### config.mk
export PLATFORM = sky130hd
export DESIGN_NAME = uart_irq_arbiter
export DESIGN_NICKNAME = d
export VERILOG_FILES = /design/src/rtl/uart_irq_pkg.sv /design/src/rtl/uart_irq_enable_reg.sv /design/src/rtl/uart_irq_thre_fsm.sv /design/src/rtl/uart_irq_prio.sv /design/src/rtl/uart_irq_arbiter.sv
export SDC_FILE = /design/constraint.sdc
export NUM_CORES = 1
export LEC_CHECK = 0
export ABC_AREA = 1
export BUFFER_PORTS_ARGS = -buffer_cell sky130_fd_sc_hd__buf_4
export CORE_MARGIN = 2
export CORE_UTILIZATION = 38
export CTS_CLUSTER_SIZE = 14
export DETAILED_ROUTE_END_ITERATION = 6
export PLACE_DENSITY = 0.78
export SLEW_MARGIN = 20
export SYNTH_ARGS = -nofsm -noshare
export SYNTH_HDL_FRONTEND = slang
export SYNTH_HIERARCHICAL = 1
export SYNTH_SLANG_ARGS = --single-unit
### constraint.sdc
create_clock -name clk -period 2.43 [get_ports clk]
set_input_delay 0.486 -clock clk [delete_from_list [all_inputs] [get_ports clk]]
set_output_delay 0.486 -clock clk [all_outputs]
set_load 0.01 [all_outputs]
### src/rtl/uart_irq_pkg.sv
package uart_irq_pkg;

    typedef enum logic [2:0] {
        SRC_NONE,
        SRC_LINE,
        SRC_TIMEOUT,
        SRC_RXDATA,
        SRC_TXEMPTY,
        SRC_MODEM
    } irq_src_e;

    typedef enum logic {
        THRE_IDLE,
        THRE_PEND
    } thre_state_e;

    localparam int IER_W = 4;

    // Enable register bit positions: software decodes these.
    localparam int EN_RX    = 0;
    localparam int EN_TX    = 1;
    localparam int EN_LINE  = 2;
    localparam int EN_MODEM = 3;

    function automatic logic [3:0] src_code(irq_src_e s);
        logic [3:0] c;
        unique case (s)
            SRC_NONE:    c = 4'h1;
            SRC_LINE:    c = 4'h6;
            SRC_TIMEOUT: c = 4'hC;
            SRC_RXDATA:  c = 4'h4;
            SRC_TXEMPTY: c = 4'h2;
            SRC_MODEM:   c = 4'h0;
            default:     c = 4'h1;
        endcase
        return c;
    endfunction

endpackage

### src/rtl/uart_irq_enable_reg.sv
module uart_irq_enable_reg
    import uart_irq_pkg::*;
(
    input  logic             clk,
    input  logic             rst_n,
    input  logic             wr,
    input  logic [7:0]       wdata,
    output logic [IER_W-1:0] q,
    output logic             tx_bit_change,
    output logic             tx_bit_new
);
    logic unused_wdata_hi;
    assign unused_wdata_hi = ^wdata[7:IER_W];

    always_ff @(posedge clk) begin
        if (!rst_n) begin
            q <= '0;
        end else if (wr) begin
            q <= wdata[IER_W-1:0];
        end
    end

    assign tx_bit_new    = wdata[EN_TX];
    assign tx_bit_change = wr && (wdata[EN_TX] != q[EN_TX]);
endmodule

### src/rtl/uart_irq_thre_fsm.sv
module uart_irq_thre_fsm
    import uart_irq_pkg::*;
(
    input  logic clk,
    input  logic rst_n,
    input  logic fifo_reset,
    input  logic hold_write,
    input  logic drained,
    input  logic resample,
    input  logic resample_en_bit,
    input  logic thre,
    input  logic id_read,
    input  logic id_is_tx,
    output logic pend
);
    thre_state_e state_q, state_d;

    // Transition selection, ranked: FIFO_RESET, TX_WRITE, TX_DRAINED,
    // ENABLE_RESAMPLE, ID_READ_ACK.
    always_comb begin
        state_d = state_q;
        if (fifo_reset) begin
            state_d = THRE_PEND;
        end else if (hold_write) begin
            state_d = THRE_IDLE;
        end else if (drained) begin
            state_d = THRE_PEND;
        end else if (resample) begin
            state_d = (resample_en_bit && thre) ? THRE_PEND : THRE_IDLE;
        end else begin
            unique case (state_q)
                THRE_IDLE: state_d = THRE_IDLE;
                THRE_PEND: state_d = (id_read && id_is_tx) ? THRE_IDLE : THRE_PEND;
                default:   state_d = THRE_IDLE;
            endcase
        end
    end

    always_ff @(posedge clk) begin
        if (!rst_n) begin
            state_q <= THRE_IDLE;
        end else begin
            state_q <= state_d;
        end
    end

    always_comb begin
        unique case (state_q)
            THRE_IDLE: pend = 1'b0;
            THRE_PEND: pend = 1'b1;
            default:   pend = 1'b0;
        endcase
    end
endmodule

### src/rtl/uart_irq_prio.sv
module uart_irq_prio
    import uart_irq_pkg::*;
#(
    parameter int CW = 5
) (
    input  logic [IER_W-1:0] ier,
    input  logic [3:0]       lsr_err,
    input  logic             data_ready,
    input  logic             rx_timeout,
    input  logic [CW-1:0]    rx_count,
    input  logic [CW-1:0]    rx_trig,
    input  logic             fifo_en,
    input  logic             tx_pend,
    input  logic [3:0]       msr_delta,
    output irq_src_e         src,
    output logic [7:0]       iir
);
    logic req_line, req_tmo, req_rx, req_tx, req_modem, rx_level_ok;

    assign rx_level_ok = !fifo_en || (rx_count >= rx_trig);
    assign req_line    = ier[EN_LINE]  && (|lsr_err);
    assign req_tmo     = ier[EN_RX]    && rx_timeout;
    assign req_rx      = ier[EN_RX]    && data_ready && rx_level_ok;
    assign req_tx      = ier[EN_TX]    && tx_pend;
    assign req_modem   = ier[EN_MODEM] && (|msr_delta);

    always_comb begin
        if (req_line)       src = SRC_LINE;
        else if (req_tmo)   src = SRC_TIMEOUT;
        else if (req_rx)    src = SRC_RXDATA;
        else if (req_tx)    src = SRC_TXEMPTY;
        else if (req_modem) src = SRC_MODEM;
        else                src = SRC_NONE;
    end

    assign iir = {{2{fifo_en}}, 2'b00, src_code(src)};
endmodule

### src/rtl/uart_irq_arbiter.sv
module uart_irq_arbiter
    import uart_irq_pkg::*;
#(
    parameter int FIFO_DEPTH = 16,
    localparam int CW = $clog2(FIFO_DEPTH + 1)
) (
    input  logic             clk,
    input  logic             rst_n,
    input  logic             ier_wr,
    input  logic [7:0]       ier_wdata,
    input  logic             iir_rd,
    input  logic             thr_wr,
    input  logic             tx_fifo_rst,
    input  logic             tx_drained,
    input  logic             thre,
    input  logic [3:0]       lsr_err,
    input  logic             data_ready,
    input  logic             rx_timeout,
    input  logic [CW-1:0]    rx_count,
    input  logic [CW-1:0]    rx_trig,
    input  logic             fifo_en,
    input  logic [3:0]       msr_delta,
    output logic [IER_W-1:0] ier_q,
    output logic [7:0]       iir,
    output logic             irq
);
    logic     tx_bit_change, tx_bit_new, thre_pend;
    irq_src_e src;

    uart_irq_enable_reg u_ier (
        .clk           (clk),
        .rst_n         (rst_n),
        .wr            (ier_wr),
        .wdata         (ier_wdata),
        .q             (ier_q),
        .tx_bit_change (tx_bit_change),
        .tx_bit_new    (tx_bit_new)
    );

    uart_irq_thre_fsm u_thre (
        .clk             (clk),
        .rst_n           (rst_n),
        .fifo_reset      (tx_fifo_rst),
        .hold_write      (thr_wr),
        .drained         (tx_drained),
        .resample        (tx_bit_change),
        .resample_en_bit (tx_bit_new),
        .thre            (thre),
        .id_read         (iir_rd),
        .id_is_tx        (src == SRC_TXEMPTY),
        .pend            (thre_pend)
    );

    uart_irq_prio #(.CW(CW)) u_prio (
        .ier        (ier_q),
        .lsr_err    (lsr_err),
        .data_ready (data_ready),
        .rx_timeout (rx_timeout),
        .rx_count   (rx_count),
        .rx_trig    (rx_trig),
        .fifo_en    (fifo_en),
        .tx_pend    (thre_pend),
        .msr_delta  (msr_delta),
        .src        (src),
        .iir        (iir)
    );

    assign irq = (src != SRC_NONE);
endmodule

**Word-level counts from Yosys, hierarchy flattened**

Cells that the tools add are included.

- Register bits after elaboration: 5
- Bits of input ports: 37

- Bitwise logic cells: 1
- Eq/ne operators: 6
- Magnitude comparators: 1
- Mux-type cells: 14
- Reduce and logical (&&, ||, !) cells: 14

Operators with widths:

| cell | number |
|---|---|
| $pmux 4 s5 | 1 |
| $mux 3 | 5 |
| $logic_and 1x1->1 | 9 |
| $reduce_or 4->1 | 2 |
| $eq 3x2->1 const B | 2 |
| $eq 3x3->1 const B | 2 |
| $mux 1 | 6 |
| $ge 5x5->1 | 1 |
| $pmux 1 s2 | 2 |
| $eq 3x1->1 const B | 1 |
| $reduce_bool 3->1 | 1 |
| $logic_not 1->1 | 1 |
| $logic_or 1x1->1 | 1 |
| $ne 1x1->1 | 1 |
| $not 1->1 | 1 |

**Depth between registers and ports, before layout**

Gate-level depths: netlist (run 1).

- Depth after elaboration: 15
- Depth in mapped cells: 18
- Depth with buffers taken out: 18

**By module**

Netlist (run 1), hierarchy kept.

By module, submodules not included:

| module | cells an instance | instances | area each (µm²) | seq. area each (µm²) |
|---|---|---|---|---|
| uart_irq_prio | 61 | 1 | 327.8 | 0.0 |
| uart_irq_enable_reg | 30 | 1 | 198.9 | 80.1 |
| uart_irq_thre_fsm | 12 | 1 | 70.1 | 20.0 |
| uart_irq_arbiter | 6 | 1 | 26.3 | 0.0 |

**Worst setup path before layout (run 1)**

No wires, ideal clock.

- Path kind: input port to output port
- Start point: in rx_trig[4]
- End point: out irq
- Path slack: 482 ps
- Data required time: 1944 ps
- Arrival time: 1462 ps
- Cell stages on the path: 12
- Cell sequence: inv_1 > ha_1 > nand2_1 > inv_1 > nor2_2 > nand3_2 > nand2_2 > nand2_2 > nand2_1 > inv_1 > inv_1 > nand3_1

- Longest elaborated chain between the ends: 7

Ends and longest elaborated chain:

| element | RTL line | RTL |
|---|---|---|
| start, declared | uart_irq_arbiter.sv:20 | `input logic [CW-1:0] rx_trig,` |
| $ge 5x5->1 | uart_irq_prio.sv:20 | `assign rx_level_ok = !fifo_en \|\| (rx_count >= rx_trig);` |
| $logic_or 1x1->1 | uart_irq_prio.sv:20 |  |
| $logic_and 1x1->1 | uart_irq_prio.sv:23 | `assign req_rx = ier[EN_RX] && data_ready && rx_level_ok;` |
| $mux 3 | uart_irq_prio.sv:30 | `else if (req_rx) src = SRC_RXDATA;` |
| $mux 3 | uart_irq_prio.sv:29 | `else if (req_tmo) src = SRC_TIMEOUT;` |
| $mux 3 | uart_irq_prio.sv:28 | `if (req_line) src = SRC_LINE;` |
| net src[1] | uart_irq_arbiter.sv:28 | `irq_src_e src;` |
| $reduce_bool 3->1 | uart_irq_arbiter.sv:68 | `assign irq = (src != SRC_NONE);` |
| end, declared | uart_irq_arbiter.sv:25 | `output logic irq` |

The timed path passes the listed nets, and every way through them passes these cells.

**Worst setup path in the final report (run 1)**

- Start point: in rx_count[4]
- End point: out irq

- Longest elaborated chain between the ends: 7

Ends and longest elaborated chain:

| element | RTL line | RTL |
|---|---|---|
| start, declared | uart_irq_arbiter.sv:19 | `input logic [CW-1:0] rx_count,` |
| $ge 5x5->1 | uart_irq_prio.sv:20 |  |
| $logic_or 1x1->1 | uart_irq_prio.sv:20 |  |
| $logic_and 1x1->1 | uart_irq_prio.sv:23 |  |
| $mux 3 | uart_irq_prio.sv:30 |  |
| $mux 3 | uart_irq_prio.sv:29 |  |
| $mux 3 | uart_irq_prio.sv:28 |  |
| net src[0] | uart_irq_arbiter.sv:28 |  |
| $reduce_bool 3->1 | uart_irq_arbiter.sv:68 |  |

The timed path passes the listed nets, and every way through them passes these cells.

==> results, run 1 <==
- The flow ran to the end, and the final reports show no timing, DRC or antenna violations.
- The detailed-placement wirelength estimate is 1.245 mm.
- Once the floorplan was initialized, standard cells occupied about two fifths of the core.
- For the final database, setup skew stands at ~0.0021 ns.
- The cell with the largest stage delay on the worst path is sky130_fd_sc_hd__ha_1.
- The library cell with the largest summed area after synthesis is sky130_fd_sc_hd__nand2_1.
- Power spread over the standard cell area amounts to between 300 and 400 nW/um^2.
- The congestion estimate from routability-driven global placement came to ~0.73.
- For this run the aggregate overflow at the end of global routing stands at 0.
- No sink is reached through more buffers than the 2 on the longest clock path.
- The tool flagged a number of max-cap violations equal to 0.
- The sort of element at the start of the critical path is a primary input.
- Traced cell by cell, the critical path runs through buf_4, ha_1, nand2_1, inv_1, nor2_2, nand3_2, nand2_2, nand2_1, nand2_1, nand2_1, inv_1, nand3_1, buf_4.
- The post-placement worst setup slack is between 0.15 and 0.2 ns.
- Of the cells placed in the final design, the portion with a size suffix greater than 1 is between 30% and 40%.
- Setup repair after global routing left no endpoint under its margin.
- The insertion delay to the later sink of the worst-skew pair is around 0.24 ns.
- The number of hold buffers added after CTS was 0.
- In the synthesized netlist, the cells that appear most often are sky130_fd_sc_hd__nand2_1 (33), sky130_fd_sc_hd__inv_1 (24), sky130_fd_sc_hd__nor2_1 (14), sky130_fd_sc_hd__nand2_2 (6).
- By area the synthesized netlist is led by sky130_fd_sc_hd__nand2_1 (20%), sky130_fd_sc_hd__dfxtp_1 (16%), sky130_fd_sc_hd__inv_1 (14%), sky130_fd_sc_hd__ha_1 (10%), sky130_fd_sc_hd__nor2_1 (8.4%).
- The worst setup path is captured at a primary output.
- After routing, the total negative slack on setup checks comes to 0 ns.
- From synthesis to final layout, the design area changed by 52.01%.
- The cell with the most instances after synthesis is sky130_fd_sc_hd__nand2_1.
- The sequential group share of total power is roughly 28%.
- In this run, synthesis produced a sequential element count of 5.
- The count of flip-flops with a built-in enable after synthesis is 0.
- The static leakage is ~0.6 nW.
- The number of buffers created by CTS is 3.
- Across every metal layer, demand over resource in global routing totals 16.25%.
- The clock transition at the registers of the reported paths is 0.04 ns.
- At the worst endpoint, the arrival time is approximately 1.7 ns.
- The number of endpoints with negative hold slack in the final report was 0.
- Gates resized during post-CTS repair numbered 0.
- The clock root buffer is sky130_fd_sc_hd__clkbuf_4.
- The CTS tree is yes.
- For this design the total switching power over the nets is roughly 110 uW.
- The max-slew violation total from the final report is 0.
- After synthesis, the share of flip-flops with an asynchronous set or reset is 0%.
- Static timing analysis puts the maximum clock frequency at about 450 MHz.
- The worst path in the final design needs a cycle of ~2.2 ns, including I/O delays and setup.
- The most frequently used flop master after synthesis is sky130_fd_sc_hd__dfxtp_1.
- For this block, the initial DRC count from the detailed router was 1.
- The initial antenna violation count is 0.
- The number of iterations in the first detailed-routing pass is 3.
- The cell with the most instances on the worst path is sky130_fd_sc_hd__nand2_1.
- After technology mapping, the gate count stands at roughly 110.
- The class of the most critical hold timing path is in2reg.
- The die covers between 1500 and 2000 um^2.
- The fraction of power consumed by combinational cells is 44.6%.
- The count of nets left with antenna violations once routing finished came out at 0.
- The tree built by TritonCTS fans out to 5 sinks.
- The largest single stage delay on the critical path is between 0.2 and 0.3 ns.
- The count of warnings emitted by yosys is 6.
- The worst supply voltage drop on vdd is 297.2 uV.
- The net count reported at finish is roughly 190.
- The top cell type by area accounts for between 15 and 20% of the synthesized area.
- The post-synthesis sequential area ratio is 16.06%.
- The fraction of the cycle the final worst path needs is 91.55%.
- The total inserted antenna cells is 0.
- The clock network burns between 20 and 30% of the power.
- Of all nets on the critical path, the largest fanout is 3.
- 50 I/O pins were placed.
- Data on the critical path is required at its endpoint by 1.94 ns.
- The post-synthesis cell type count is 18.
- The switching power as a share of total power is 32.02%.
- Row generation in the floorplan step produced 14 rows.
- The setup-violating endpoint count in the final report is 0.
- The cell area after synthesis is roughly 620 um^2.
- The routed wirelength normalized by instance count is 8.192 um.
- The buffers inserted during post-CTS setup optimization is 0.
- The die span in y is ~44 um.
- In the routed layout, each cell is associated on average with a via count of between 4 and 5.
- The number of global-route vias before repair was about 700.
- The setup slack after layout is approximately 0.21 ns.
- The horizontal die dimension is around 44 um.
- Summing over every cut layer, the via total after detailed routing is 726.
- Entering global routing, the biggest net connects 10 pins.
- The deepest level of the CTS H-tree is 1.
- The total DRC errors in the routed layout is 0.
- The first global-routing pass estimated 2.484 mm of wire.
- The mean post-synth cell area is between 5 and 6 um^2.
- The core region is between 1500 and 2000 um^2.
- The category of the most critical setup path is in2out.
- Internal power comes to about 230 uW.
- The number of input and output port buffers inserted is between 40 and 50.
- The final wirelength is 1.368 mm.
-- cell type report --
| type | count | area [um^2] |
|---|---|---|
| Clock buffer | 4 | 26.28 |
| Fill cell | 157 | 576.8 |
| Inverter | 26 | 97.59 |
| Multi-Input combinational cell | 73 | 380.4 |
| Sequential cell | 5 | 100.1 |
| Tap cell | 16 | 20.02 |
| Timing Repair Buffer | 43 | 322.8 |
-- layout by cell type, fill, tap and decap left out, drive strengths merged --
cell type	instances
a21oi	1
o21ai	1
conb	2
clkinv	1
nand2	39
ha	5
clkbuf	4
nor2	18
buf	43
nand3	6
inv	25
nand4	1
dfxtp	5
-- registers in the layout (all words and copies together) (netlist names) --
register / count
u_ier/q: 4
u_thre/state_q: 1
-- final timing paths --
path	from	endpoint	slack (ns)	depth (start not counted)
max	rx_count[4]	irq	0.21	13
min	rst_n	u_ier/q[0]	0.51	3
max reg2reg	u_ier/q[1]	u_thre/state_q	1.03	13
min reg2reg	u_ier/q[0]	u_ier/q[0]	0.52	2
-- per-layer routing --
| metal | vias up | share of wire (%) | global-route usage (%) |
|---|---|---|---|
| met1 | 307 | 38 | 17.07 |
| met2 | 26 | 54 | 31.59 |
| met3 | 2 | 7.6 | 1.633 |
| met5 | - | 0 | 0 |
| li1 | 391 | - | - |
| met4 | 0 | 0.44 | 7.273 |
-- through the flow --
step | instances | hold WS [ns] | instance area (um^2) | power [mW] | utilization (%)
finish | 167 | 0.5090 | 947.2 | 0.3416 | 62.15
global route | 167 | 0.5041 | 947.2 | 0.3744 | 62.15
CTS | 167 | 0.4966 | 947.2 | 0.3485 | 62.15
detailed placement | 163 | 0.5088 | 920.9 | 0.2495 | 60.43
global placement | 163 | 0.5018 | 920.9 | 0.2448 | 60.43
floorplan | 110 | 0.5154 | 626.9 | 0.1795 | -
-- cells by family after synthesis --
logic type | after synthesis | share of synthesized area, %
simple gates | 64 | 45.78
buf+inv | 32 | 23.49
fa+ha+maj | 5 | 10.04
flops | 5 | 16.06
compound gates | 2 | 4.017
other cells | 1 | 0.6018
-- power by group through the flow --
stage	clock [mW]	combinational [mW]	sequential (mW)
2_1_floorplan	0	0.0828	0.0967
5_1_grt	0.107	0.173	0.0949
3_5_place_dp	0	0.154	0.0955
4_1_cts	0.0999	0.155	0.0941
3_3_place_gp	0	0.149	0.0953
6_report	0.0953	0.152	0.0940
-- worst max-delay path: cells and delay by family --
| kind | cells | cell delay [ns] |
|---|---|---|
| fa+ha+maj | 1 | 0.29 |
| buf+inv | 4 | 0.37 |
| simple gates | 8 | 0.60 |
No activity file was read; power rests on OpenSTA's default activity.
==> run 2: changes to the inputs <==
--- a/config.mk
+++ b/config.mk
@@ -5,13 +5,12 @@
 export SDC_FILE = /design/constraint.sdc
 export NUM_CORES = 1
 export LEC_CHECK = 0
-export ABC_AREA = 1
 export BUFFER_PORTS_ARGS = -buffer_cell sky130_fd_sc_hd__buf_4
 export CORE_MARGIN = 2
-export CORE_UTILIZATION = 38
+export CORE_UTILIZATION = 36
 export CTS_CLUSTER_SIZE = 14
 export DETAILED_ROUTE_END_ITERATION = 6
-export PLACE_DENSITY = 0.78
+export PLACE_DENSITY = 0.77
 export SLEW_MARGIN = 20
 export SYNTH_ARGS = -nofsm -noshare
 export SYNTH_HDL_FRONTEND = slang
==> run 2 against run 1 <==
Against the previous run:
- the run now ends with setup timing left
- clock power decreased by 1%
- synthesized cell count decreased by 38%
- clock-buffer cell count unchanged
- total power increased by 11%
- hold slack got worse by 0.017 ns
==> results, run 2 <==
- By instance count, the cell type seen most on the critical path is sky130_fd_sc_hd__buf_4.
- Of all nets on the critical path, the largest fanout is 2.
- Counting distinct cell types in the post-synthesis netlist gives 29.
- The number of global-route vias before repair is 695.
- The number of input and output port buffers inserted is 43.
- The initial core utilization is between 30% and 40%.
- The end point of the worst hold path is u_ier/q[1].
- The proportion of layout cells with a drive suffix above 1 is around two thirds.
- The setup skew after layout is ~0.00056 ns.
- The DRC marker count from the first detailed-route iteration is 1.
- The synthesis-stage register bit count is 5.
- The class of the most critical hold timing path is in2reg.
- The worst stage delay on the critical path is around 0.37 ns.
- The detailed-placement wirelength estimate is about 1.2 mm.
- STA classifies the critical path startpoint as a primary input.
- The initial antenna violation count is 0.
- The net count reported at finish is ~160.
- The synthesized design spends more area on one cell type than any other, namely sky130_fd_sc_hd__dfxtp_1.
- The worst supply voltage drop on vdd is about 270 uV.
- The number of endpoints with negative hold slack in the final report is 0.
- The number of max-capacitance violations reported is 0.
- A synthesized cell averages a little over 8 um^2.
- The portion of total power attributed to the clock network is 24.7%.
- The data arrival time of the worst path is between 1.5 and 2 ns.
- The count of flip-flops with a built-in enable after synthesis is 0.
- Entering global routing, the biggest net connects 6 pins.
- For this design, the CTS-stage hold fixing added 0 buffers.
- The die covers 1900 um^2.
- At the worst endpoint, the required time is a little under 2 ns.
- The cell area reported after detailed placement is roughly 880 um^2.
- The register containing the most flip-flops in the final layout is u_ier/q.
- Counting instances, the worst hold path has a depth of 2.
- The worst setup path is captured at a primary output.
- The first TritonRoute pass finished after 2 iterations.
- For this run, the number of standard cells in the final layout without fillers is between 100 and 150.
- For this design the static power due to leakage is between 0.5 and 0.6 nW.
- The fraction of the cycle the final worst path needs is 101.2%.
- The flip-flop count of the largest register, all copies and words added is 4.
- The met2 wirelength from detailed routing is 1.012 mm.
- The setup slack after layout is -0.02798 ns.
- The most used flip-flop cell after synthesis is sky130_fd_sc_hd__dfxtp_1.
- The sequential group share of total power is 24.7%.
- The maximum clock insertion buffer count is 2.
- The tree is rooted in a sky130_fd_sc_hd__clkbuf_4.
- The floorplan has 14 rows.
- The later pin in the worst-skew pair is clocked with a latency of 0.24 ns.
- Timing would allow up to around 410 MHz.
- The first global-routing pass estimated approximately 2.7 mm of wire.
- The I/O pin total is 50.
- The total power density per cell area is around 350 nW/um^2.
- The detailed route wirelength on metal3 is 107 um.
- The core box area is approximately 1500 um^2.
- In this run the biggest area consumer among cell types represents between 10% and 20% of the synthesized area.
- The worst hold path startpoint is rst_n.
- The placed instance count is about 130.
- The total negative slack is -0.02798 ns.
- Setup violations remaining at the end of the flow were counted as 1.
- The number of buffers created by CTS is 3.
- The total vias in the final route is ~650.
- The area added between synthesis and finish is 94.01%.
- Among cell families on the critical path, the largest total delay comes from simple AND/OR/NAND/NOR gates.
- Sorting the synthesized cells by area gives the leading types as sky130_fd_sc_hd__dfxtp_1 (18%), sky130_fd_sc_hd__ha_1 (11%), sky130_fd_sc_hd__mux2i_1 (7.1%), sky130_fd_sc_hd__buf_4 (6.7%), sky130_fd_sc_hd__nand2_1 (6.7%).
- Internal power comes to about 260 uW.
- The clock period minus final worst setup slack is approximately 2.5 ns.
- The final weighted congestion of routability-driven global placement is between 0.6 and 0.7.
- The top cell types in the final layout, fill and taps aside, are sky130_fd_sc_hd__buf_4 (46), sky130_fd_sc_hd__nand2_1 (8), sky130_fd_sc_hd__buf_6 (6).
- The most common cell in the synthesized netlist is sky130_fd_sc_hd__nand2_1.
- The routed wirelength normalized by instance count is about 12 um.
- The largest registers in the layout are u_ier/q: 4 flops, u_thre/state_q: 1 flops.
- The number of cells on the worst reg-to-reg path is 13.
- The cell area after synthesis is about 560 um^2.
- The post-synthesis sequential area ratio is between 15 and 20%.
- The worst-case register-to-register setup slack is around 0.29 ns.
- The net switching power is between 100 and 150 uW.
- The worst path buffer plus inverter count is 3.
- Clock-pin slew was measured on the worst setup and hold paths at approximately 0.04 ns.
- The CTS tree is yes.
- After detailed routing, the number of remaining DRC violations is 0.
- For this design, the slowest cell found on the critical path is sky130_fd_sc_hd__or3_4.
- Measured along the y axis, the die boundary spans approximately 44 um.
- The count of warnings emitted by yosys is 6.
- The final wirelength is 1.682 mm.
- After detailed routing, no signal wire sits above met3.
- The category of the most critical setup path is in2out.
- The clock sink count is 5.
- Global routing consumed, over all layers together, 18.47% of the routing resources.
- The count of nets left with antenna violations once routing finished came out at 0.
- The run finished, with violations left.
- Setup repair after global routing could not meet its margin everywhere.
- Traced cell by cell, the critical path runs through buf_4, ha_4, nand2_2, a31oi_4, a211oi_4, buf_4, and3_4, or3_4, buf_6.
- The tightest hold margin is 0.4920 ns.
- The fraction of power consumed by combinational cells is 50.6%.
- The deepest level of the CTS H-tree is 1.
- The final reports fail on setup timing.
- The final instance area is 1095 um^2.
- The proportion of synthesized flip-flops having asynchronous set or reset is 0%.
- The die is around 44 um wide.
- The number of instances in the synthesized netlist is about 70.
- The critical register-to-register path endpoint is u_thre/state_q.
- The most common cell after layout, fill and taps aside is sky130_fd_sc_hd__buf_4.
- The max-slew violation total from the final report is 0.
- The met1 layer wirelength in the final routing is roughly 560 um.
- In this run the critical register-to-register path is launched from u_ier/q[0].
- 0 antenna diodes ended up in the layout.
- The total congestion overflow after global routing is 0.
- The commonest cells after synthesis are sky130_fd_sc_hd__nand2_1 (10), sky130_fd_sc_hd__inv_1 (8), sky130_fd_sc_hd__buf_4 (5), sky130_fd_sc_hd__dfxtp_1 (5), sky130_fd_sc_hd__ha_1 (5).
- Using the TritonRoute via totals, the vias-per-cell ratio works out to 4.837.
- The switching power as a share of total power is a little under a third.
[run 2: cell count changes in the layout (fill, tap and decap cells not counted), sizes merged, moves of 2 or more]
cell   change
a31oi      +3
and2       +2
inv       -17
nor3b      +2
nor2b      +5
a21oi      +2
o41ai      +2
nand2     -29
nand3      -6
buf        +9
nor2      -15
mux2i      +4
[run 2: timing repair]
action / 4_1_cts / 5_1_grt
buffers inserted: 6 / 0
pin swaps: 11 / 5
endpoints found under the setup margin: 1 / 5
gates resized for setup: 21 / 7
[run 2: worst max-delay path by stage]
stage	from	endpoint	slack (ns)	cells past startpoint
after global routing	rx_trig[4]	irq	-0.07	10
final	rx_count[4]	irq	-0.03	9
after floorplan	rx_trig[2]	irq	0.20	7
after global placement	rx_count[2]	irq	-0.04	8
after CTS	rx_trig[2]	irq	-0.03	10
after detailed placement	rx_count[2]	irq	-0.08	8
[run 2: area by class of cell]
type	count	area [um^2]
repair buffers	52	412.9
fillers	117	394.1
inverters	8	32.53
multi-input cells	50	503.0
clock buffers	4	26.28
flip-flops and latches	5	100.1
well taps	16	20.02
[run 2: cells by family after synthesis]
| kind of cell | after synthesis | share of synthesized area (%) |
|---|---|---|
| mux | 4 | 7.096 |
| xor+xnor | 1 | 1.552 |
| simple gates | 24 | 23.28 |
| fa+ha+maj | 5 | 11.09 |
| compound gates | 14 | 24.61 |
| flops | 5 | 17.74 |
| other cells | 1 | 0.6646 |
| buf+inv | 14 | 13.97 |
[run 2: power groups by stage]
stage	Clock, mW	Sequential (mW)	Combinational [mW]
final	0.0941	0.0938	0.192
after global routing	0.103	0.0947	0.207
after CTS	0.0994	0.0937	0.182
after detailed placement	0	0.0951	0.142
after global placement	0	0.0947	0.138
after floorplan	0	0.0956	0.0688
[run 2: routing by layer]
layer  up-vias  GRT usage, %
met3         0         2.500
met2        21         37.35
li1        332             -
met1       300         18.23
met4         0         7.273
met5         -             0
[run 2: per-stage QoR]
step | setup slack [ns] | utilization (%) | power (mW)
after global routing | -0.07473 | 73.53 | 0.4045
after CTS | -0.03080 | 71.76 | 0.3756
after floorplan | 0.2024 | - | 0.1643
after detailed placement | -0.08267 | 59.41 | 0.2371
final | -0.02798 | 73.53 | 0.3804
after global placement | -0.04038 | 59.41 | 0.2327
